[src/rtl/ctl_spi_slave.sv]
module ctl_spi_slave #(
  parameter int DELTA_W     = 8,
  parameter int SYNC_STAGES = 2
) (
  input  logic               clk,
  input  logic               rst,
  input  logic               sck,
  input  logic               ss_n,
  input  logic               mosi,
  output logic               miso,
  output logic               miso_oe,
  output logic               irq_n,
  input  logic               click_ev,
  input  logic               mov_vld,
  input  logic [DELTA_W-1:0] mov_dx,
  input  logic [DELTA_W-1:0] mov_dy
);

  localparam int SW = ((DELTA_W > 9) ? DELTA_W : 9) + 2;
  localparam logic signed [SW-1:0] LIM = SW'(255);

  typedef enum logic [1:0] {S_IDLE, S_WR, S_RD} st_t;

  logic [SYNC_STAGES-1:0] sck_sy, ss_sy, mosi_sy;
  logic sck_d;
  always_ff @(posedge clk or posedge rst)
    if (rst) begin
      sck_sy  <= '1;
      ss_sy   <= '1;
      mosi_sy <= '0;
      sck_d   <= 1'b1;
    end else begin
      sck_sy  <= {sck_sy[SYNC_STAGES-2:0], sck};
      ss_sy   <= {ss_sy[SYNC_STAGES-2:0], ss_n};
      mosi_sy <= {mosi_sy[SYNC_STAGES-2:0], mosi};
      sck_d   <= sck_sy[SYNC_STAGES-1];
    end

  wire sck_r  = sck_sy[SYNC_STAGES-1];
  wire sel    = ~ss_sy[SYNC_STAGES-1];
  wire rise   = sel & sck_r & ~sck_d;
  wire fall   = sel & ~sck_r & sck_d;

  logic [6:0] rx_sr;
  logic [2:0] bit_cnt;
  logic [7:0] tx_sr;
  st_t        st;
  logic [3:0] addr;
  logic [1:0] nav_idx;
  logic [6:0] r_mode, r_en, r_heat, r_nav, r_click, r_mov;
  logic       st_click, st_mov, st_rderr, nav_click, ovf_x, ovf_y;
  logic signed [SW-1:0] acc_x, acc_y;
  logic [7:0] hold_x, hold_y;

  wire [7:0] rx_word  = {rx_sr, mosi_sy[SYNC_STAGES-1]};
  wire       byte_done = rise & (bit_cnt == 3'd7);
  wire       cmd      = byte_done & rx_word[7];
  wire       cmd_rd   = cmd & rx_word[6];
  wire [3:0] caddr    = rx_word[5:2];
  wire       ld_status = cmd_rd & (caddr == 4'd0);
  wire       ld_nav    = cmd_rd & (caddr == 4'd8);
  wire       rderr_set = cmd_rd & (caddr == 4'd7 || caddr > 4'd8);
  wire       wr_data   = byte_done & ~rx_word[7] & (st == S_WR);

  wire osc_on = ~r_mode[2];
  wire clk_ok = click_ev & r_mode[4] & osc_on;
  wire mov_ok = mov_vld & r_mode[5] & osc_on;

  function automatic logic signed [SW-1:0] clampf(input logic signed [SW-1:0] s);
    if (s > LIM) return LIM;
    else if (s < -LIM) return -LIM;
    else return s;
  endfunction

  function automatic logic [7:0] magf(input logic signed [SW-1:0] s);
    logic signed [SW-1:0] a;
    a = (s < 0) ? -s : s;
    return a[7:0];
  endfunction

  wire signed [SW-1:0] dx_e  = {{(SW-DELTA_W){mov_dx[DELTA_W-1]}}, mov_dx};
  wire signed [SW-1:0] dy_e  = {{(SW-DELTA_W){mov_dy[DELTA_W-1]}}, mov_dy};
  wire signed [SW-1:0] sum_x = (ld_nav ? '0 : acc_x) + (mov_ok ? dx_e : '0);
  wire signed [SW-1:0] sum_y = (ld_nav ? '0 : acc_y) + (mov_ok ? dy_e : '0);
  wire signed [SW-1:0] nx    = clampf(sum_x);
  wire signed [SW-1:0] ny    = clampf(sum_y);
  wire [7:0] thr     = {r_mov, 1'b0};
  wire       mov_hit = mov_ok & ((magf(nx) > thr) | (magf(ny) > thr));

  wire [7:0] status_b = {st_click, st_mov, 2'b00, st_rderr, 3'b000};
  wire [7:0] gen_b    = {ovf_y, ovf_x, acc_y < 0, acc_x < 0, 1'b1, 1'b0, nav_click, 1'b0};

  logic [7:0] rd_val;
  always_comb
    case (caddr)
      4'd0:    rd_val = status_b;
      4'd1:    rd_val = {1'b0, r_mode};
      4'd2:    rd_val = {1'b0, r_en};
      4'd3:    rd_val = {1'b0, r_heat};
      4'd4:    rd_val = {1'b0, r_nav};
      4'd5:    rd_val = {1'b0, r_click};
      4'd6:    rd_val = {1'b0, r_mov};
      4'd8:    rd_val = gen_b;
      default: rd_val = 8'h00;
    endcase

  wire [6:0] mode_wr = (rx_word[6] & (rx_word[5] | rx_word[4])) ? {1'b0, rx_word[5:0]} : rx_word[6:0];

  always_ff @(posedge clk or posedge rst)
    if (rst) begin
      rx_sr <= '0; bit_cnt <= '0; tx_sr <= '0; miso <= 1'b0;
      st <= S_IDLE; addr <= '0; nav_idx <= '0;
      hold_x <= '0; hold_y <= '0;
    end else begin
      if (rise) begin
        rx_sr   <= rx_word[6:0];
        bit_cnt <= bit_cnt + 3'd1;
      end
      if (fall) begin
        miso  <= tx_sr[7];
        tx_sr <= {tx_sr[6:0], 1'b0};
      end
      if (byte_done) begin
        if (rx_word[7]) begin
          addr    <= caddr;
          st      <= rx_word[6] ? S_RD : S_WR;
          tx_sr   <= rx_word[6] ? rd_val : 8'h00;
          nav_idx <= ld_nav ? 2'd1 : 2'd0;
          if (ld_nav) begin
            hold_x <= magf(acc_x);
            hold_y <= magf(acc_y);
          end
        end else if (st == S_RD) begin
          case (nav_idx)
            2'd1:    begin tx_sr <= hold_x; nav_idx <= 2'd2; end
            2'd2:    begin tx_sr <= hold_y; nav_idx <= 2'd0; end
            default: tx_sr <= 8'h00;
          endcase
        end else begin
          st    <= S_IDLE;
          tx_sr <= 8'h00;
        end
      end
    end

  always_ff @(posedge clk or posedge rst)
    if (rst) begin
      r_mode <= 7'h04; r_en <= '0; r_heat <= '0;
      r_nav <= 7'h40; r_click <= 7'h15; r_mov <= '0;
    end else if (wr_data)
      case (addr)
        4'd1: r_mode  <= mode_wr;
        4'd2: r_en    <= rx_word[6:0];
        4'd3: r_heat  <= rx_word[6:0];
        4'd4: r_nav   <= rx_word[6:0];
        4'd5: r_click <= rx_word[6:0];
        4'd6: r_mov   <= rx_word[6:0];
        default: ;
      endcase

  always_ff @(posedge clk or posedge rst)
    if (rst) begin
      st_click <= 1'b0; st_mov <= 1'b0; st_rderr <= 1'b0;
      nav_click <= 1'b0; ovf_x <= 1'b0; ovf_y <= 1'b0;
      acc_x <= '0; acc_y <= '0;
    end else begin
      st_click  <= (st_click & ~ld_status) | clk_ok;
      st_mov    <= (st_mov & ~ld_status) | mov_hit;
      st_rderr  <= (st_rderr & ~ld_status) | rderr_set;
      nav_click <= (nav_click & ~ld_nav) | clk_ok;
      ovf_x     <= (ovf_x & ~ld_nav) | (mov_ok & (sum_x != nx));
      ovf_y     <= (ovf_y & ~ld_nav) | (mov_ok & (sum_y != ny));
      acc_x     <= nx;
      acc_y     <= ny;
    end

  assign irq_n   = ~((st_click & r_en[6]) | (st_mov & r_en[5]) | (st_rderr & r_en[2]));
  assign miso_oe = ~ss_n;

  a_r4_irq_release: assert property (@(posedge clk) disable iff (rst)
    (ld_status && !clk_ok && !mov_hit) |=> irq_n);
  a_r10_mode_legal: assert property (@(posedge clk) disable iff (rst)
    !(r_mode[6] && (r_mode[5] || r_mode[4])));
  a_r2_miso_on_fall: assert property (@(posedge clk) disable iff (rst)
    !fall |=> $stable(miso));
  a_r2_count_held: assert property (@(posedge clk) disable iff (rst)
    !sel |=> $stable(bit_cnt));
  a_r8_ovf_sticky: assert property (@(posedge clk) disable iff (rst)
    (ovf_x && !ld_nav) |=> ovf_x);
  a_r8_mag_cap: assert property (@(posedge clk) disable iff (rst)
    (acc_x <= LIM) && (acc_x >= -LIM) && (acc_y <= LIM) && (acc_y >= -LIM));
  a_r13_gate: assert property (@(posedge clk) disable iff (rst)
    (r_mode[2] && !ld_nav) |=> $stable(acc_x) && $stable(nav_click));

endmodule

[config.mk]
export PLATFORM = sky130hd
export DESIGN_NAME = ctl_spi_slave
export DESIGN_NICKNAME = d
export VERILOG_FILES = /design/src/rtl/ctl_spi_slave.sv
export SDC_FILE = /design/constraint.sdc
export NUM_CORES = 1
export LEC_CHECK = 0
export BUFFER_PORTS_ARGS = -buffer_cell sky130_fd_sc_hd__buf_4
export CAP_MARGIN = 20
export CORE_MARGIN = 5
export CORE_UTILIZATION = 50
export CTS_CLUSTER_DIAMETER = 120
export DETAILED_ROUTE_END_ITERATION = 8
export PLACE_DENSITY = 0.66
export SLEW_MARGIN = 25
export SYNTH_ARGS = -nofsm -noshare
export SYNTH_HDL_FRONTEND = slang
export SYNTH_SLANG_ARGS = --single-unit
[constraint.sdc]
create_clock -name clk -period 13.3 [get_ports clk]
set_clock_uncertainty 0.2 [all_clocks]
set_input_delay 1.33 -clock clk [delete_from_list [all_inputs] [get_ports clk]]
set_output_delay 1.33 -clock clk [all_outputs]
set_load 0.01 [all_outputs]
After elaboration in Yosys (flattened, before gate mapping)
Cells that the tools add are included.
- register bits after elaboration: 120
- input bits: 23
- output and inout port bits: 3
- logic and storage cells: 157
- $add $sub $neg: 7
- magnitude comparators: 11
- eq/ne operators: 22
- mux-type cells: 27
- bitwise operators: 48
- reduce and logical (&&, ||, !) cells: 15
- operator list (cell ; count):
    11-bit two-way mux ; 8
    8-bit two-way mux ; 9
    8-bit one-hot mux with 8 select lines ; 1
    11-bit by 1-bit less-than comparator with 1-bit output (second input constant) ; 4
    8-bit negator ; 4
    1-bit bitwise AND ; 29
    4-bit by 3-bit == test with 1-bit output (second input constant) ; 7
    11-bit adder ; 2
    11-bit by 9-bit > comparator with 1-bit output (second input constant) ; 2
    11-bit by 9-bit less-than comparator with 1-bit output (second input constant) ; 2
    11-bit inequality test ; 2
    4-bit by 2-bit == test with 1-bit output (second input constant) ; 4
    8-bit > comparator ; 2
    8-bit one-hot mux with 2 select lines ; 1
    2-bit AND reduction ; 8
    2-bit two-way mux ; 5
    1-bit bitwise OR ; 10
    1-bit NOT ; 9
    4-bit by 1-bit == test with 1-bit output (second input constant) ; 2
    7-bit two-way mux ; 1
    3-bit AND reduction ; 2
    2-bit by 1-bit == test with 1-bit output (second input constant) ; 2
    2-bit == test (second input constant) ; 2
    4-bit == test (second input constant) ; 1
    10 further kinds ; 11

Logic depth before layout (Yosys ltp)
Gate-level depths: netlist of the first run.
- depth in word-level cells: 18
- depth in mapped cells: 29
- gate-level depth less buffers: 27

Worst setup path after synthesis of the first run
OpenSTA, ideal clock, no wires.
- path type: input port to flip-flop
- start point: input port mov_vld
- end point: register st_mov
- library setup time: 0.132 ns
- arrival: 5.926 ns
- data required time: 12.968 ns
- slack: 7.043 ns
- cell stages on the path: 25
- path buffers: 3
- cell sequence: and3b_1 > clkbuf_1 > clkbuf_1 > and2_1 > ha_1 > fa_1 > a21o_1 > a221oi_2 > xnor2_1 > nand4b_1 > o311a_1 > buf_2 > nor2_1 > a21o_1 > ha_1 > inv_1 > and4_1 > a211oi_2 > ha_1 > nor2b_1 > o21a_1 > o21ai_0 > nand2_1 > o21ai_0 > o211ai_2
- word-level cells in the longest chain between the ends: 13
- elaborated cells between the ends (all ways): 25
- those cells by class: 4 x add/sub; 8 x order compare; 8 x mux; 5 x bitwise
- RTL lines (item ; line ; RTL):
    from (decl) ; 14 ; input logic mov_vld,
    1-bit bitwise AND * (2 in a row) ; 67 ; wire mov_ok = mov_vld & r_mode[5] & osc_on;
    11-bit two-way mux (on tied branches) ; 83, 84 ;
    11-bit adder (on tied branches) ; 83, 84 ;
    11-bit by 9-bit less-than comparator with 1-bit output ; 71 ; else if (s < -LIM) return -LIM;
    11-bit two-way mux ; 71 ;
    11-bit two-way mux ; 70 ; if (s > LIM) return LIM;
    11-bit by 1-bit less-than comparator with 1-bit output / 8-bit negator (equally long branches) ; 77 ; a = (s < 0) ? -s : s;
    8-bit two-way mux ; 77 ;
    8-bit > comparator ; 88 ; wire mov_hit = mov_ok & ((magf(nx) > thr) | (magf(ny) > thr));
    1-bit bitwise OR ; 88 ;
    1-bit bitwise AND * ; 88 ;
    1-bit bitwise OR * ; 168 ; st_mov <= (st_mov & ~ld_status) | mov_hit;
    to (signal assigned) ; 168 ;
    to (decl) ; 51 ; logic st_click, st_mov, st_rderr, nav_click, ovf_x, ovf_y;
Mark *: on every way between the ends. The rest lies on a longest branch, timed or not.
A chain may end at the register's enable or synchronous reset.

Final worst setup path of the first run
- start point: register bit_cnt[0]
- end point: register st_mov
- word-level cells in the longest chain between the ends: 16
- elaborated cells between the ends (all ways): 31
- those cells by class: 4 x add/sub; 8 x order compare; 1 x eq/ne; 8 x mux; 10 x bitwise
- RTL lines (item ; line ; RTL):
    from (decl) ; 45 ; logic [2:0] bit_cnt;
    from (signal assigned) ; 117 ; bit_cnt <= bit_cnt + 3'd1;
    3-bit == test * ; 56 ; wire byte_done = rise & (bit_cnt == 3'd7);
    1-bit bitwise AND * ; 56 ;
    1-bit bitwise AND * ; 57 ; wire cmd = byte_done & rx_word[7];
    1-bit bitwise AND * ; 58 ; wire cmd_rd = cmd & rx_word[6];
    1-bit bitwise AND ; 61 ; wire ld_nav = cmd_rd & (caddr == 4'd8);
    11-bit two-way mux (on tied branches) ; 83, 84 ;
    11-bit adder (on tied branches) ; 83, 84 ;
    11-bit by 9-bit less-than comparator with 1-bit output ; 71 ;
    11-bit two-way mux ; 71 ;
    11-bit two-way mux ; 70 ;
    11-bit by 1-bit less-than comparator with 1-bit output / 8-bit negator (equally long branches) ; 77 ;
    8-bit two-way mux ; 77 ;
    8-bit > comparator ; 88 ;
    1-bit bitwise OR ; 88 ;
    1-bit bitwise AND ; 88 ;
    1-bit bitwise OR * ; 168 ;
Marked as above.

==> metrics.txt, run 1 <==
# TYPE chip_impl_metric gauge
chip_impl_metric{name="final_ws_setup",unit="ns"} 6.20
chip_impl_metric{name="worstPathArrival",unit="ns"} 7.19
chip_impl_metric{name="power.sequential.fraction",unit="%"} 37.2
chip_impl_metric{name="path_clk_slew",unit="ns"} 0.06
chip_impl_metric{name="post-cts-setup-buffers",unit=""} 0
chip_impl_metric{name="finalMaxSlewViolations",unit=""} 0
chip_impl_info{name="grt_setup_unrepaired",value="no"} 1
chip_impl_metric{name="detailed_place_hpwl",unit="mm"} 13.8
chip_impl_metric{name="hold_violations",unit=""} 0
chip_impl_metric{name="antenna_found_initial",unit=""} 0
chip_impl_metric{name="post-route-drc-count",unit=""} 0
chip_impl_metric{name="grt_pass1_vias",unit=""} 5881
chip_impl_metric{name="cts-resized-gates",unit=""} 0
chip_impl_metric{name="ant_nets",unit=""} 0
chip_impl_info{name="cts.root.buffer_cell",value="sky130_fd_sc_hd__clkbuf_16"} 1
chip_impl_metric{name="grt_usage",unit="%"} 20.9
chip_impl_metric{name="wl_per_cell",unit="µm"} 17.9
chip_impl_metric{name="design.final.nets",unit=""} 887
chip_impl_info{name="crit_path_category",value="register to register"} 1
chip_impl_metric{name="number_of_flops_mapped_to_enable_cells_by_yosys",unit=""} 0
chip_impl_metric{name="synthesis.nets",unit=""} 879
chip_impl_metric{name="grt_first_pass_wirelength",unit="mm"} 30.5
chip_impl_metric{name="synth_seq_cells",unit=""} 120
chip_impl_metric{name="clock_tree.buffer_depth",unit=""} 2
chip_impl_info{name="hold_wc_startpoint",value="mosi_sy[0]"} 1
chip_impl_info{name="post_synth_main_area_contributors",value="sky130_fd_sc_hd__dfrtp_1, sky130_fd_sc_hd__mux2_2, sky130_fd_sc_hd__ha_1"} 1
chip_impl_metric{name="report.final.setup_viol",unit=""} 0
chip_impl_metric{name="fraction_of_layout_cells_with_a_size_suffix_above_1",unit="%"} 18.7
chip_impl_metric{name="drt-pass1-iter-count",unit=""} 5
chip_impl_info{name="cts_tree",value="built"} 1
chip_impl_metric{name="sw_share",unit="%"} 25.9
chip_impl_metric{name="holdBufCountCts",unit=""} 0
chip_impl_metric{name="clock_insertion_delay_worst_skew",unit="ns"} 0.41
chip_impl_metric{name="post-place-ws",unit="ns"} 6.13
chip_impl_metric{name="share_comb_of_total_power",unit="%"} 13.8
chip_impl_metric{name="finalCritPeriodShare",unit="%"} 53.4
chip_impl_metric{name="worst_pin_slew",unit="ns"} 1.05
chip_impl_metric{name="stdcell_count",unit=""} 1044
chip_impl_metric{name="netSwitchingPower",unit="µW"} 287
chip_impl_info{name="worstReg2RegStart",value="bit_cnt[0]"} 1
chip_impl_metric{name="yosysUniqueCellTypes",unit=""} 87
chip_impl_info{name="worstHoldPathType",value="register to register"} 1
chip_impl_metric{name="placedCellCount",unit=""} 1012
chip_impl_metric{name="grt_start_max_net_pins",unit=""} 72
chip_impl_metric{name="tritoncts_num_sinks",unit=""} 120
chip_impl_metric{name="initial_utilization",unit="%"} 51.0
chip_impl_metric{name="diodes_inserted",unit=""} 0
chip_impl_metric{name="die_x",unit="µm"} 135
chip_impl_info{name="result_of_the_run",value="finished, final reports clean"} 1
chip_impl_metric{name="synth_largest_type_area_fraction",unit="%"} 35.4
chip_impl_info{name="start_kind",value="register"} 1
chip_impl_metric{name="power_density",unit="mW/mm²"} 126
chip_impl_info{name="critical_path.endpoint_type",value="register"} 1
chip_impl_metric{name="regToRegSetupSlack",unit="ns"} 6.20
chip_impl_metric{name="asyncSetResetFlopFracSynth",unit="%"} 100
chip_impl_info{name="netlist.top_cell.by_area",value="sky130_fd_sc_hd__dfrtp_1"} 1
chip_impl_info{name="r2r_path_end",value="st_mov"} 1
chip_impl_metric{name="internal_power",unit="µW"} 820
chip_impl_metric{name="numPortBuffers",unit=""} 25
chip_impl_metric{name="timing.hold.worst_path_depth",unit=""} 0
chip_impl_metric{name="floorplan.rows",unit=""} 45
chip_impl_metric{name="final.min_clock_period",unit="ns"} 7.10
chip_impl_metric{name="worst_r2r_path_depth",unit=""} 26
chip_impl_metric{name="gpl.final_weighted_congestion",unit=""} 1.02
chip_impl_metric{name="core-area",unit="mm²"} 0.0153
chip_impl_info{name="synthFlopType",value="sky130_fd_sc_hd__dfrtp_1"} 1
chip_impl_metric{name="path_max_fanout",unit=""} 9
chip_impl_metric{name="detail_route.vias_per_cell",unit=""} 5.89
chip_impl_metric{name="total_cts_buffers",unit=""} 17
chip_impl_metric{name="synthesis.area",unit="mm²"} 0.00778
chip_impl_metric{name="die_y",unit="µm"} 135
chip_impl_metric{name="fin_util",unit="%"} 57.7
chip_impl_metric{name="drt_wl_total",unit="mm"} 18.7
chip_impl_metric{name="achievable-frequency",unit="GHz"} 0.141
chip_impl_metric{name="area_growth",unit="%"} 13.1
chip_impl_metric{name="drt_first_iter_violations",unit=""} 378
chip_impl_metric{name="postSynthAreaPerCell",unit="µm²"} 9.59
chip_impl_metric{name="grt.overflow.total",unit=""} 0
chip_impl_metric{name="vdd_drop_max",unit="µV"} 93.8
chip_impl_metric{name="max_slew_margin",unit="%"} 30.0
chip_impl_metric{name="vias",unit=""} 6144
chip_impl_metric{name="seq_area_frac_synth",unit="%"} 38.7
chip_impl_metric{name="design.die.area",unit="mm²"} 0.0182
chip_impl_metric{name="share_clk_of_total_power",unit="%"} 49.0
chip_impl_metric{name="ctsHtreeMaxLevel",unit=""} 4
chip_impl_metric{name="netlist_instances",unit=""} 812
chip_impl_info{name="timing.hold.worst_endpoint",value="mosi_sy[1]"} 1
chip_impl_metric{name="max-cap-violations",unit=""} 0
chip_impl_metric{name="fin_setup_tns",unit="ns"} 0
chip_impl_metric{name="critPathRequiredTime",unit="ns"} 13.38
chip_impl_metric{name="synth_warnings",unit=""} 0
chip_impl_metric{name="ioPinCount",unit=""} 26
chip_impl_metric{name="p_leak",unit="µW"} 0.00402
power groups by stage:
stage / Clock (µW) / Combinational, µW / Sequential (µW)
after floorplan: 0 / 123 / 401
after global placement: 0 / 145 / 417
after detailed placement: 0 / 151 / 418
after CTS: 547 / 151 / 412
after global routing: 563 / 167 / 416
final: 542 / 152 / 412
state kept, by name, summed over array words and instances (netlist names), 3 cells and up:
| register | flops |
|---|---|
| acc_x | 11 |
| r_nav | 7 |
| bit_cnt | 3 |
| hold_x | 8 |
| tx_sr | 8 |
| r_en | 7 |
| r_heat | 7 |
| r_click | 7 |
| hold_y | 8 |
| addr | 4 |
| rx_sr | 7 |
| r_mode | 7 |
| acc_y | 11 |
| r_mov | 7 |
placed cells by master, fill, tap and decap left out, types with 7 or more instances in the layout:
cell type                   Yosys  final
sky130_fd_sc_hd__nor3_1        12     12
sky130_fd_sc_hd__clkbuf_16      0     17
sky130_fd_sc_hd__nand2_1       70     70
sky130_fd_sc_hd__xnor2_1       13     13
sky130_fd_sc_hd__mux2_2        54     54
sky130_fd_sc_hd__o22ai_1        9      9
sky130_fd_sc_hd__mux2i_1       15     15
sky130_fd_sc_hd__o21ai_0       44     44
sky130_fd_sc_hd__nand3_1       15     15
sky130_fd_sc_hd__a221oi_1       7      7
sky130_fd_sc_hd__dfstp_2       10     10
sky130_fd_sc_hd__inv_1         39     38
sky130_fd_sc_hd__o31ai_1        7      7
sky130_fd_sc_hd__dfrtp_1      110    110
sky130_fd_sc_hd__xor2_1        16     16
sky130_fd_sc_hd__a22oi_1       15     15
sky130_fd_sc_hd__nor2_1        51     51
sky130_fd_sc_hd__buf_4          1     30
sky130_fd_sc_hd__nor2b_1       16     16
sky130_fd_sc_hd__and2_1        36     36
sky130_fd_sc_hd__or3_1          8      8
sky130_fd_sc_hd__a21o_1        11     11
sky130_fd_sc_hd__nand2b_1       8      8
sky130_fd_sc_hd__o21ai_1       12     12
sky130_fd_sc_hd__bufinv_16      0      7
sky130_fd_sc_hd__ha_1          42     42
sky130_fd_sc_hd__a21oi_1       40     40
cells by family (layout without fill, tap and decap cells):
group                      count (synthesis)  after routing  synth area share (%)
muxes                                     69             69                  9.74
buffers and inverters                     82            103                  4.28
DFF                                      120            120                  38.7
xor gates and xnor gates                  32             32                  4.03
and+or+nand+nor                          256            256                  17.1
AOI/OAI and AO/OA                        209            209                  18.9
adders and majority gates                 44             44                  7.26
routing by layer:
| layer | share of wire, % | vias to the layer above | track usage, % |
|---|---|---|---|
| met3 | 4.6 | 34 | 4.84 |
| met1 | 46 | 2973 | 28.4 |
| met2 | 47 | 183 | 33.1 |
| li1 | - | 2954 | - |
| met4 | 2.6 | 0 | 6.73 |
| met5 | 0 | - | 0 |
worst max-delay path: stages, from the launching register on:
cell and delay, ns:
sky130_fd_sc_hd__dfrtp_1 0.37, sky130_fd_sc_hd__ha_1 0.17, sky130_fd_sc_hd__ha_1 0.22, sky130_fd_sc_hd__nand3b_1 0.29, sky130_fd_sc_hd__or2_2 0.43, sky130_fd_sc_hd__nor2_1 0.41, sky130_fd_sc_hd__nor2_1 0.13, sky130_fd_sc_hd__ha_1 0.27
sky130_fd_sc_hd__fa_1 0.43, sky130_fd_sc_hd__xnor2_1 0.50, sky130_fd_sc_hd__and2_1 0.22, sky130_fd_sc_hd__o221ai_1 0.15, sky130_fd_sc_hd__a211o_1 0.29, sky130_fd_sc_hd__o211ai_2 0.39, sky130_fd_sc_hd__and2_4 0.25, sky130_fd_sc_hd__o21a_1 0.12
sky130_fd_sc_hd__ha_1 0.24, sky130_fd_sc_hd__nand3_1 0.14, sky130_fd_sc_hd__nor3b_1 0.27, sky130_fd_sc_hd__o32ai_1 0.12, sky130_fd_sc_hd__a221oi_2 0.25, sky130_fd_sc_hd__ha_1 0.17, sky130_fd_sc_hd__nand4_1 0.13, sky130_fd_sc_hd__nor3_1 0.35
sky130_fd_sc_hd__nand4_1 0.17, sky130_fd_sc_hd__o211ai_1 0.20, sky130_fd_sc_hd__o211ai_2 0.12
worst max-delay path by stage:
stage                           from  endpoint  slack, ns  depth (start not counted)
after floorplan              mov_vld    st_mov       7.04                         25
after global placement       mov_vld    st_mov       6.44                         23
after detailed placement     mov_vld    st_mov       6.13                         23
after CTS                 bit_cnt[0]    st_mov       6.34                         27
after global routing        rx_sr[4]    st_mov       5.70                         24
final                     bit_cnt[0]    st_mov       6.20                         26
through the flow:
stage,hold WS [ns],total power (µW),area (µm²)
3_3_place_gp,0.133,562,8100
2_1_floorplan,0.131,525,7780
6_report,0.146,1110,8800
4_1_cts,0.147,1110,8800
5_1_grt,0.158,1150,8800
3_5_place_dp,0.135,569,8100
area by class of cell:
cell class / count / area, µm²
clock buffer: 19 / 453
sequential: 120 / 3020
fill: 1299 / 6460
multi-input combinational: 610 / 4440
tap: 211 / 264
inverter: 41 / 156
timing repair buffer: 30 / 225
clock inverter: 13 / 248
synthesized netlist by cell type (16+ instances only):
library cell	n
sky130_fd_sc_hd__dfrtp_1	110
sky130_fd_sc_hd__ha_1	42
sky130_fd_sc_hd__nor2b_1	16
sky130_fd_sc_hd__inv_1	39
sky130_fd_sc_hd__a21oi_1	40
sky130_fd_sc_hd__and2_1	36
sky130_fd_sc_hd__nor2_1	51
sky130_fd_sc_hd__clkbuf_1	29
sky130_fd_sc_hd__nand2_1	70
sky130_fd_sc_hd__xor2_1	16
sky130_fd_sc_hd__mux2_2	54
sky130_fd_sc_hd__o21ai_0	44
(Power assumes the default switching activity.)
==> run 2, diff against run 1 <==
clock period = 7.12 ns   (was 13.3 ns; I/O delays follow)
==> run 2 against run 1 <==
  * Largest power group unchanged
  * Routed wire length is 4.8% higher
  * Clock power is 60% higher
  * Fmax is 6.3% higher
  * Worst setup slack worse by 5.8 ns
  * Critical path depth is 1 higher
  * Via count is 1.2% higher
  * Sequential power is 84% higher
  * Worst hold slack better by 0.0030 ns
==> metrics.txt, run 2 (same netlist as run 1, synthesis figures left out) <==
# TYPE chip_impl_metric gauge
chip_impl_metric{name="hold_violations",unit=""} 0
chip_impl_metric{name="ioPinCount",unit=""} 26
chip_impl_metric{name="critPathRequiredTime",unit="ns"} 7.21
chip_impl_info{name="crit_path_category",value="register to register"} 1
chip_impl_metric{name="grt_usage",unit="%"} 21.9
chip_impl_metric{name="design.final.nets",unit=""} 899
chip_impl_info{name="hold_wc_startpoint",value="mosi_sy[0]"} 1
chip_impl_metric{name="path_clk_slew",unit="ns"} 0.05
chip_impl_metric{name="antenna_found_initial",unit=""} 0
chip_impl_info{name="cts.root.buffer_cell",value="sky130_fd_sc_hd__clkbuf_16"} 1
chip_impl_metric{name="tritoncts_num_sinks",unit=""} 120
chip_impl_metric{name="gpl.final_weighted_congestion",unit=""} 0.917
chip_impl_info{name="grt_setup_unrepaired",value="no"} 1
chip_impl_info{name="worstHoldPathType",value="register to register"} 1
chip_impl_metric{name="final_ws_setup",unit="ns"} 0.441
chip_impl_info{name="cts_tree",value="built"} 1
chip_impl_metric{name="ant_nets",unit=""} 0
chip_impl_metric{name="report.final.setup_viol",unit=""} 0
chip_impl_metric{name="final_worst_hold_slack",unit="ns"} 0.149
chip_impl_info{name="result_of_the_run",value="finished, final reports clean"} 1
chip_impl_metric{name="initial_utilization",unit="%"} 51.0
chip_impl_info{name="final_common_cell",value="sky130_fd_sc_hd__dfrtp_1"} 1
chip_impl_metric{name="post-place-ws",unit="ns"} 0.278
chip_impl_metric{name="vdd_drop_max",unit="µV"} 190
chip_impl_metric{name="area_growth",unit="%"} 13.2
chip_impl_metric{name="ctsHtreeMaxLevel",unit=""} 4
chip_impl_metric{name="diodes_inserted",unit=""} 0
chip_impl_metric{name="fin_util",unit="%"} 57.7
chip_impl_metric{name="die_x",unit="µm"} 135
chip_impl_metric{name="max-cap-violations",unit=""} 0
chip_impl_info{name="worstReg2RegStart",value="bit_cnt[0]"} 1
chip_impl_metric{name="fraction_of_layout_cells_with_a_size_suffix_above_1",unit="%"} 20.1
chip_impl_metric{name="clock_insertion_delay_worst_skew",unit="ns"} 0.42
chip_impl_metric{name="numPortBuffers",unit=""} 25
chip_impl_metric{name="finalMaxSlewViolations",unit=""} 0
chip_impl_metric{name="total_power",unit="µW"} 1930
chip_impl_metric{name="clock_tree.buffer_depth",unit=""} 2
chip_impl_metric{name="post-route-drc-count",unit=""} 0
chip_impl_metric{name="grt.overflow.total",unit=""} 0
chip_impl_metric{name="floorplan.rows",unit=""} 45
chip_impl_metric{name="grt_first_pass_wirelength",unit="mm"} 31.4
chip_impl_metric{name="worst_pin_slew",unit="ns"} 1.09
chip_impl_metric{name="achievable-frequency",unit="GHz"} 0.150
chip_impl_metric{name="drt_first_iter_violations",unit=""} 421
chip_impl_metric{name="max_slew_margin",unit="%"} 25.3
chip_impl_metric{name="wl_per_cell",unit="µm"} 18.6
chip_impl_metric{name="grt_start_max_net_pins",unit=""} 64
chip_impl_metric{name="drt-pass1-iter-count",unit=""} 6
chip_impl_metric{name="detail_route.vias_per_cell",unit=""} 5.89
chip_impl_metric{name="worstPathArrival",unit="ns"} 6.77
chip_impl_info{name="origin_of_the_worst_setup_path",value="bit_cnt[0]"} 1
chip_impl_metric{name="finalCritPeriodShare",unit="%"} 93.8
chip_impl_info{name="start_kind",value="register"} 1
chip_impl_metric{name="fillers",unit=""} 1306
chip_impl_metric{name="vias",unit=""} 6219
chip_impl_metric{name="fin_setup_tns",unit="ns"} 0
chip_impl_metric{name="die_y",unit="µm"} 135
chip_impl_info{name="top_regs",value="acc_x: 11 flops, acc_y: 11 flops"} 1
chip_impl_metric{name="detailed_place_hpwl",unit="mm"} 14.2
chip_impl_metric{name="total_cts_buffers",unit=""} 17
chip_impl_metric{name="power_density",unit="mW/mm²"} 219
chip_impl_info{name="layout.cells.most_common_list",value="sky130_fd_sc_hd__dfrtp_1, sky130_fd_sc_hd__nand2_1, sky130_fd_sc_hd__mux2_2"} 1
chip_impl_metric{name="grt_pass1_vias",unit=""} 5991
chip_impl_metric{name="drt_wl_total",unit="mm"} 19.6
chip_impl_metric{name="final.min_clock_period",unit="ns"} 6.68
chip_impl_info{name="critical_path.endpoint_type",value="register"} 1
chip_impl_metric{name="p_leak",unit="µW"} 0.00405
chip_impl_metric{name="path_max_fanout",unit=""} 9
chip_impl_metric{name="core-area",unit="mm²"} 0.0153
chip_impl_metric{name="design.die.area",unit="mm²"} 0.0182
==> run 2: repair_timing <==
action	CTS	global route
hold endpoints to repair	0	0
resized for setup	0	5
hold buffers	0	0
setup endpoints to repair	0	1
buffers inserted	0	7
==> run 2: per-stage QoR <==
step	instances	instance area [µm²]
4_1_cts	1048	8730
2_1_floorplan	812	7780
6_report	1055	8810
5_1_grt	1055	8810
3_3_place_gp	1017	8140
3_5_place_dp	1017	8140
==> run 2: routing by layer <==
| layer | global-route usage [%] | vias to the layer above | part of all wire [%] |
|---|---|---|---|
| met5 | 0 | - | 0 |
| met4 | 8.94 | 0 | 2.7 |
| met3 | 4.14 | 35 | 4.0 |
| met2 | 35.1 | 158 | 47 |
| met1 | 29.4 | 3048 | 46 |
| li1 | - | 2978 | - |
==> run 2: final timing paths <==
kind                       depth (start not counted)    endpoint  slack, ns
setup / recovery                                  27      st_mov       0.44
hold / removal                                     0  mosi_sy[1]       0.15
setup reg to reg                                  27      st_mov       0.44
hold reg to reg                                    0  mosi_sy[1]       0.15
max in group asynchronous                          3   r_mode[0]       5.20
min in group asynchronous                          2  mosi_sy[0]       0.22
==> run 2: critical path, stage by stage, from the launching register on <==
cell                       delay [ns]
sky130_fd_sc_hd__dfrtp_1         0.37
sky130_fd_sc_hd__ha_1            0.16
sky130_fd_sc_hd__ha_1            0.21
sky130_fd_sc_hd__nand3b_1        0.25
sky130_fd_sc_hd__or2_2           0.41
sky130_fd_sc_hd__nor2_2          0.28
sky130_fd_sc_hd__nor2_1          0.11
sky130_fd_sc_hd__ha_1            0.26
sky130_fd_sc_hd__fa_1            0.43
sky130_fd_sc_hd__a21oi_1         0.21
sky130_fd_sc_hd__o221a_2         0.30
sky130_fd_sc_hd__xnor2_1         0.15
sky130_fd_sc_hd__a211o_1         0.33
sky130_fd_sc_hd__o211ai_2        0.41
sky130_fd_sc_hd__and2_4          0.26
sky130_fd_sc_hd__o21a_1          0.11
sky130_fd_sc_hd__ha_1            0.23
sky130_fd_sc_hd__nand3_1         0.13
sky130_fd_sc_hd__nor3b_1         0.24
sky130_fd_sc_hd__o32ai_1         0.13
sky130_fd_sc_hd__a221oi_2        0.26
sky130_fd_sc_hd__ha_1            0.28
sky130_fd_sc_hd__nor2b_1         0.14
sky130_fd_sc_hd__o21ai_0         0.17
sky130_fd_sc_hd__o21ai_0         0.13
sky130_fd_sc_hd__o21a_1          0.19
sky130_fd_sc_hd__o211ai_1        0.10
sky130_fd_sc_hd__o211ai_2        0.11
==> run 2: report_power, final <==
group | switching, µW | internal [µW]
Clock | 296 | 572
Combinational | 197 | 106
Sequential | 36.9 | 720
==> run 2: layout make-up <==
cell class              count  area [µm²]  area share (%)
clock buffers              22         474            5.38
multi-input cells         610        4460            50.6
clock inverters             9         123            1.39
repair buffers             42         315            3.58
well taps                 211         264            3.00
inverters                  41         156            1.78
flip-flops and latches    120        3020            34.2
==> run 3, diff against run 2 <==
BUFFER_PORTS_ARGS = not set   (was -buffer_cell sky130_fd_sc_hd__buf_4)
DONT_BUFFER_PORTS = 1   (was not set)
PLACE_DENSITY = 0.68   (was 0.66)
clock period = 6.1 ns   (was 7.12 ns; I/O delays follow)
==> run 3 against run 2 <==
  * Sequential power rose by 15%
  * Sequential cell count unchanged
  * Final cell count is 0.28% higher
  * Total power up 16%
  * Via count increased by 1.3%
  * Global-route usage grew 0.069 points
  * Clock-buffer cell count is 7 higher
  * Largest cell class unchanged
==> metrics.txt, run 3 (same netlist as run 1, synthesis figures left out) <==
# TYPE chip_impl_metric gauge
chip_impl_metric{name="ctsHtreeMaxLevel",unit=""} 4
chip_impl_metric{name="post-place-ws",unit="ns"} 0.0449
chip_impl_metric{name="antenna_found_initial",unit=""} 0
chip_impl_info{name="worst_path_max_delay_cell",value="sky130_fd_sc_hd__ha_1"} 1
chip_impl_info{name="worstHoldPathType",value="input pin to register"} 1
chip_impl_metric{name="final.min_clock_period",unit="ns"} 5.81
chip_impl_metric{name="vdd_drop_max",unit="µV"} 213
chip_impl_metric{name="internal_power",unit="µW"} 1630
chip_impl_metric{name="power.sequential.fraction",unit="%"} 39.0
chip_impl_metric{name="path_clk_slew",unit="ns"} 0.05
chip_impl_metric{name="sw_share",unit="%"} 27.3
chip_impl_metric{name="ioPinCount",unit=""} 26
chip_impl_metric{name="drt-pass1-iter-count",unit=""} 5
chip_impl_info{name="layout.cells.most_common_list",value="sky130_fd_sc_hd__dfrtp_1, sky130_fd_sc_hd__nand2_1, sky130_fd_sc_hd__mux2_2"} 1
chip_impl_metric{name="power_density",unit="mW/mm²"} 248
chip_impl_metric{name="cpPeakStageDelay",unit="ns"} 0.42
chip_impl_info{name="crit_path_category",value="register to register"} 1
chip_impl_metric{name="numPortBuffers",unit=""} 0
chip_impl_metric{name="share_clk_of_total_power",unit="%"} 44.0
chip_impl_metric{name="cp_num_buf_inv",unit=""} 2
chip_impl_metric{name="post-route-drc-count",unit=""} 0
chip_impl_metric{name="grt_usage",unit="%"} 22.0
chip_impl_metric{name="grt_first_pass_wirelength",unit="mm"} 31.9
chip_impl_metric{name="grt.overflow.total",unit=""} 0
chip_impl_metric{name="path_max_fanout",unit=""} 9
chip_impl_metric{name="p_leak",unit="µW"} 0.00408
chip_impl_info{name="final_common_cell",value="sky130_fd_sc_hd__dfrtp_1"} 1
chip_impl_metric{name="diodes_inserted",unit=""} 0
chip_impl_info{name="crit_top_cell",value="sky130_fd_sc_hd__ha_1"} 1
chip_impl_metric{name="grt_start_max_net_pins",unit=""} 76
chip_impl_metric{name="die_y",unit="µm"} 135
chip_impl_metric{name="placedInstanceArea",unit="mm²"} 0.00809
chip_impl_info{name="cts.root.buffer_cell",value="sky130_fd_sc_hd__clkbuf_16"} 1
chip_impl_metric{name="share_comb_of_total_power",unit="%"} 17.0
chip_impl_metric{name="final_design_area_no_fill",unit="mm²"} 0.00904
chip_impl_metric{name="placedCellCount",unit=""} 1009
chip_impl_metric{name="initial_utilization",unit="%"} 51.0
chip_impl_info{name="result_of_the_run",value="finished, final reports clean"} 1
chip_impl_metric{name="floorplan.rows",unit=""} 45
chip_impl_metric{name="design.final.nets",unit=""} 901
chip_impl_metric{name="design.die.area",unit="mm²"} 0.0182
chip_impl_metric{name="vias",unit=""} 6301
chip_impl_metric{name="clock_insertion_delay_worst_skew",unit="ns"} 0.41
chip_impl_info{name="cts_tree",value="built"} 1
chip_impl_metric{name="fraction_of_layout_cells_with_a_size_suffix_above_1",unit="%"} 21.7
chip_impl_metric{name="drt_wl_total",unit="mm"} 20.3
chip_impl_metric{name="hold_violations",unit=""} 0
chip_impl_metric{name="detailed_place_hpwl",unit="mm"} 14.2
chip_impl_metric{name="max-cap-violations",unit=""} 0
chip_impl_metric{name="achievable-frequency",unit="GHz"} 0.172
chip_impl_metric{name="grt_pass1_vias",unit=""} 6169
chip_impl_metric{name="critPathRequiredTime",unit="ns"} 6.19
chip_impl_metric{name="stdcell_count",unit=""} 1058
chip_impl_metric{name="ant_nets",unit=""} 0
chip_impl_metric{name="final_ws_setup",unit="ns"} 0.294
chip_impl_metric{name="area_growth",unit="%"} 16.2
chip_impl_metric{name="finalMaxSlewViolations",unit=""} 0
chip_impl_info{name="cp_top_family",value="simple AND/OR/NAND/NOR gates"} 1
chip_impl_metric{name="worstPathArrival",unit="ns"} 5.89
chip_impl_metric{name="max_slew_margin",unit="%"} 32.5
chip_impl_metric{name="fin_setup_tns",unit="ns"} 0
chip_impl_metric{name="core-area",unit="mm²"} 0.0153
chip_impl_metric{name="report.final.setup_viol",unit=""} 0
chip_impl_metric{name="clock_tree.buffer_depth",unit=""} 2
chip_impl_metric{name="die_x",unit="µm"} 135
chip_impl_metric{name="gpl.final_weighted_congestion",unit=""} 0.984
chip_impl_metric{name="total_cts_buffers",unit=""} 17
chip_impl_metric{name="finalCritPeriodShare",unit="%"} 95.2
chip_impl_metric{name="detail_route.vias_per_cell",unit=""} 5.96
chip_impl_metric{name="tritoncts_num_sinks",unit=""} 120
chip_impl_info{name="top_regs",value="acc_x: 11 flops, acc_y: 11 flops"} 1
chip_impl_metric{name="wl_per_cell",unit="µm"} 19.2
chip_impl_metric{name="worst_pin_slew",unit="ns"} 0.988
chip_impl_info{name="start_kind",value="register"} 1
chip_impl_info{name="critical_path.endpoint_type",value="register"} 1
chip_impl_metric{name="final_worst_hold_slack",unit="ns"} 0.0244
chip_impl_metric{name="drt_first_iter_violations",unit=""} 498
chip_impl_metric{name="netSwitchingPower",unit="µW"} 612
[run 3: cell count changes in the layout (fill, tap and decap cells not counted), sizes merged]
cell,change
bufinv,-1
clkinv,-4
buf,-4
clkinvlp,-1
clkbuf,+10
dlygate4sd3,+3
[run 3: worst paths after layout]
path,from,end,slack [ns],cells after the start
max reg2reg,bit_cnt[0],st_mov,0.29,26
max in group asynchronous,rst,st[1],4.07,3
min in group asynchronous,rst,mosi_sy[1],0.55,2
max,bit_cnt[0],st_mov,0.29,26
min,mosi,mosi_sy[0],0.02,0
min reg2reg,mosi_sy[0],mosi_sy[1],0.15,0
[run 3: routing by layer]
metal / up-vias / share of wire [%] / track usage [%]
met5: - / 0 / 0
met4: 0 / 1.9 / 6.39
met3: 27 / 5.6 / 4.62
met2: 149 / 48 / 36.0
met1: 3137 / 44 / 29.6
li1: 2988 / - / -
[run 3: worst reg2reg max path, stage by stage, from the launching register on]
cell	delay, ns
sky130_fd_sc_hd__dfrtp_1	0.36
sky130_fd_sc_hd__ha_1	0.16
sky130_fd_sc_hd__ha_2	0.20
sky130_fd_sc_hd__nand3b_1	0.18
sky130_fd_sc_hd__nor2_2	0.21
sky130_fd_sc_hd__nand3_4	0.15
sky130_fd_sc_hd__buf_12	0.20
sky130_fd_sc_hd__and2_1	0.17
sky130_fd_sc_hd__ha_1	0.42
sky130_fd_sc_hd__and3_1	0.25
sky130_fd_sc_hd__nor3b_2	0.18
sky130_fd_sc_hd__o311ai_2	0.35
sky130_fd_sc_hd__o311ai_4	0.20
sky130_fd_sc_hd__o311a_1	0.42
sky130_fd_sc_hd__o21ai_2	0.18
sky130_fd_sc_hd__nor2_1	0.06
sky130_fd_sc_hd__ha_1	0.25
sky130_fd_sc_hd__inv_1	0.10
sky130_fd_sc_hd__a31oi_2	0.05
sky130_fd_sc_hd__nor4b_1	0.34
sky130_fd_sc_hd__a211oi_2	0.09
sky130_fd_sc_hd__ha_1	0.29
sky130_fd_sc_hd__nor2b_1	0.13
sky130_fd_sc_hd__o21ai_0	0.14
sky130_fd_sc_hd__nand2_1	0.07
sky130_fd_sc_hd__o21ai_0	0.20
sky130_fd_sc_hd__o211ai_2	0.11
[run 3: layout make-up]
class / count / area (µm²)
Timing Repair Buffer: 44 / 407
Fill cell: 1277 / 6210
Inverter: 41 / 156
Sequential cell: 120 / 3020
Clock inverter: 3 / 65.1
Multi-Input combinational cell: 610 / 4620
Tap cell: 211 / 264
Clock buffer: 29 / 520
[run 3: what timing repair did]
item | 4_1_cts | 5_1_grt
resized for setup | 0 | 32
setup buffers | 0 | 11
endpoints found under the hold margin | 42 | 0
setup endpoints to repair | 1 | 1
gates cloned | 0 | 3
pin swaps | 1 | 13
hold buffers | 3 | 0
[run 3: through the flow]
stage	util [%]	power, µW
finish	59.3	2240
global route	59.3	2330
CTS	57.0	2240
detailed placement	53.0	1250
global placement	53.0	1240
floorplan	-	1140
[run 3: power by group through the flow]
stage | Sequential (µW) | Combinational (µW) | Clock (µW)
finish | 873 | 381 | 984
global route | 879 | 417 | 1030
CTS | 873 | 370 | 994
detailed placement | 885 | 362 | 0
global placement | 882 | 355 | 0
floorplan | 875 | 269 | 0
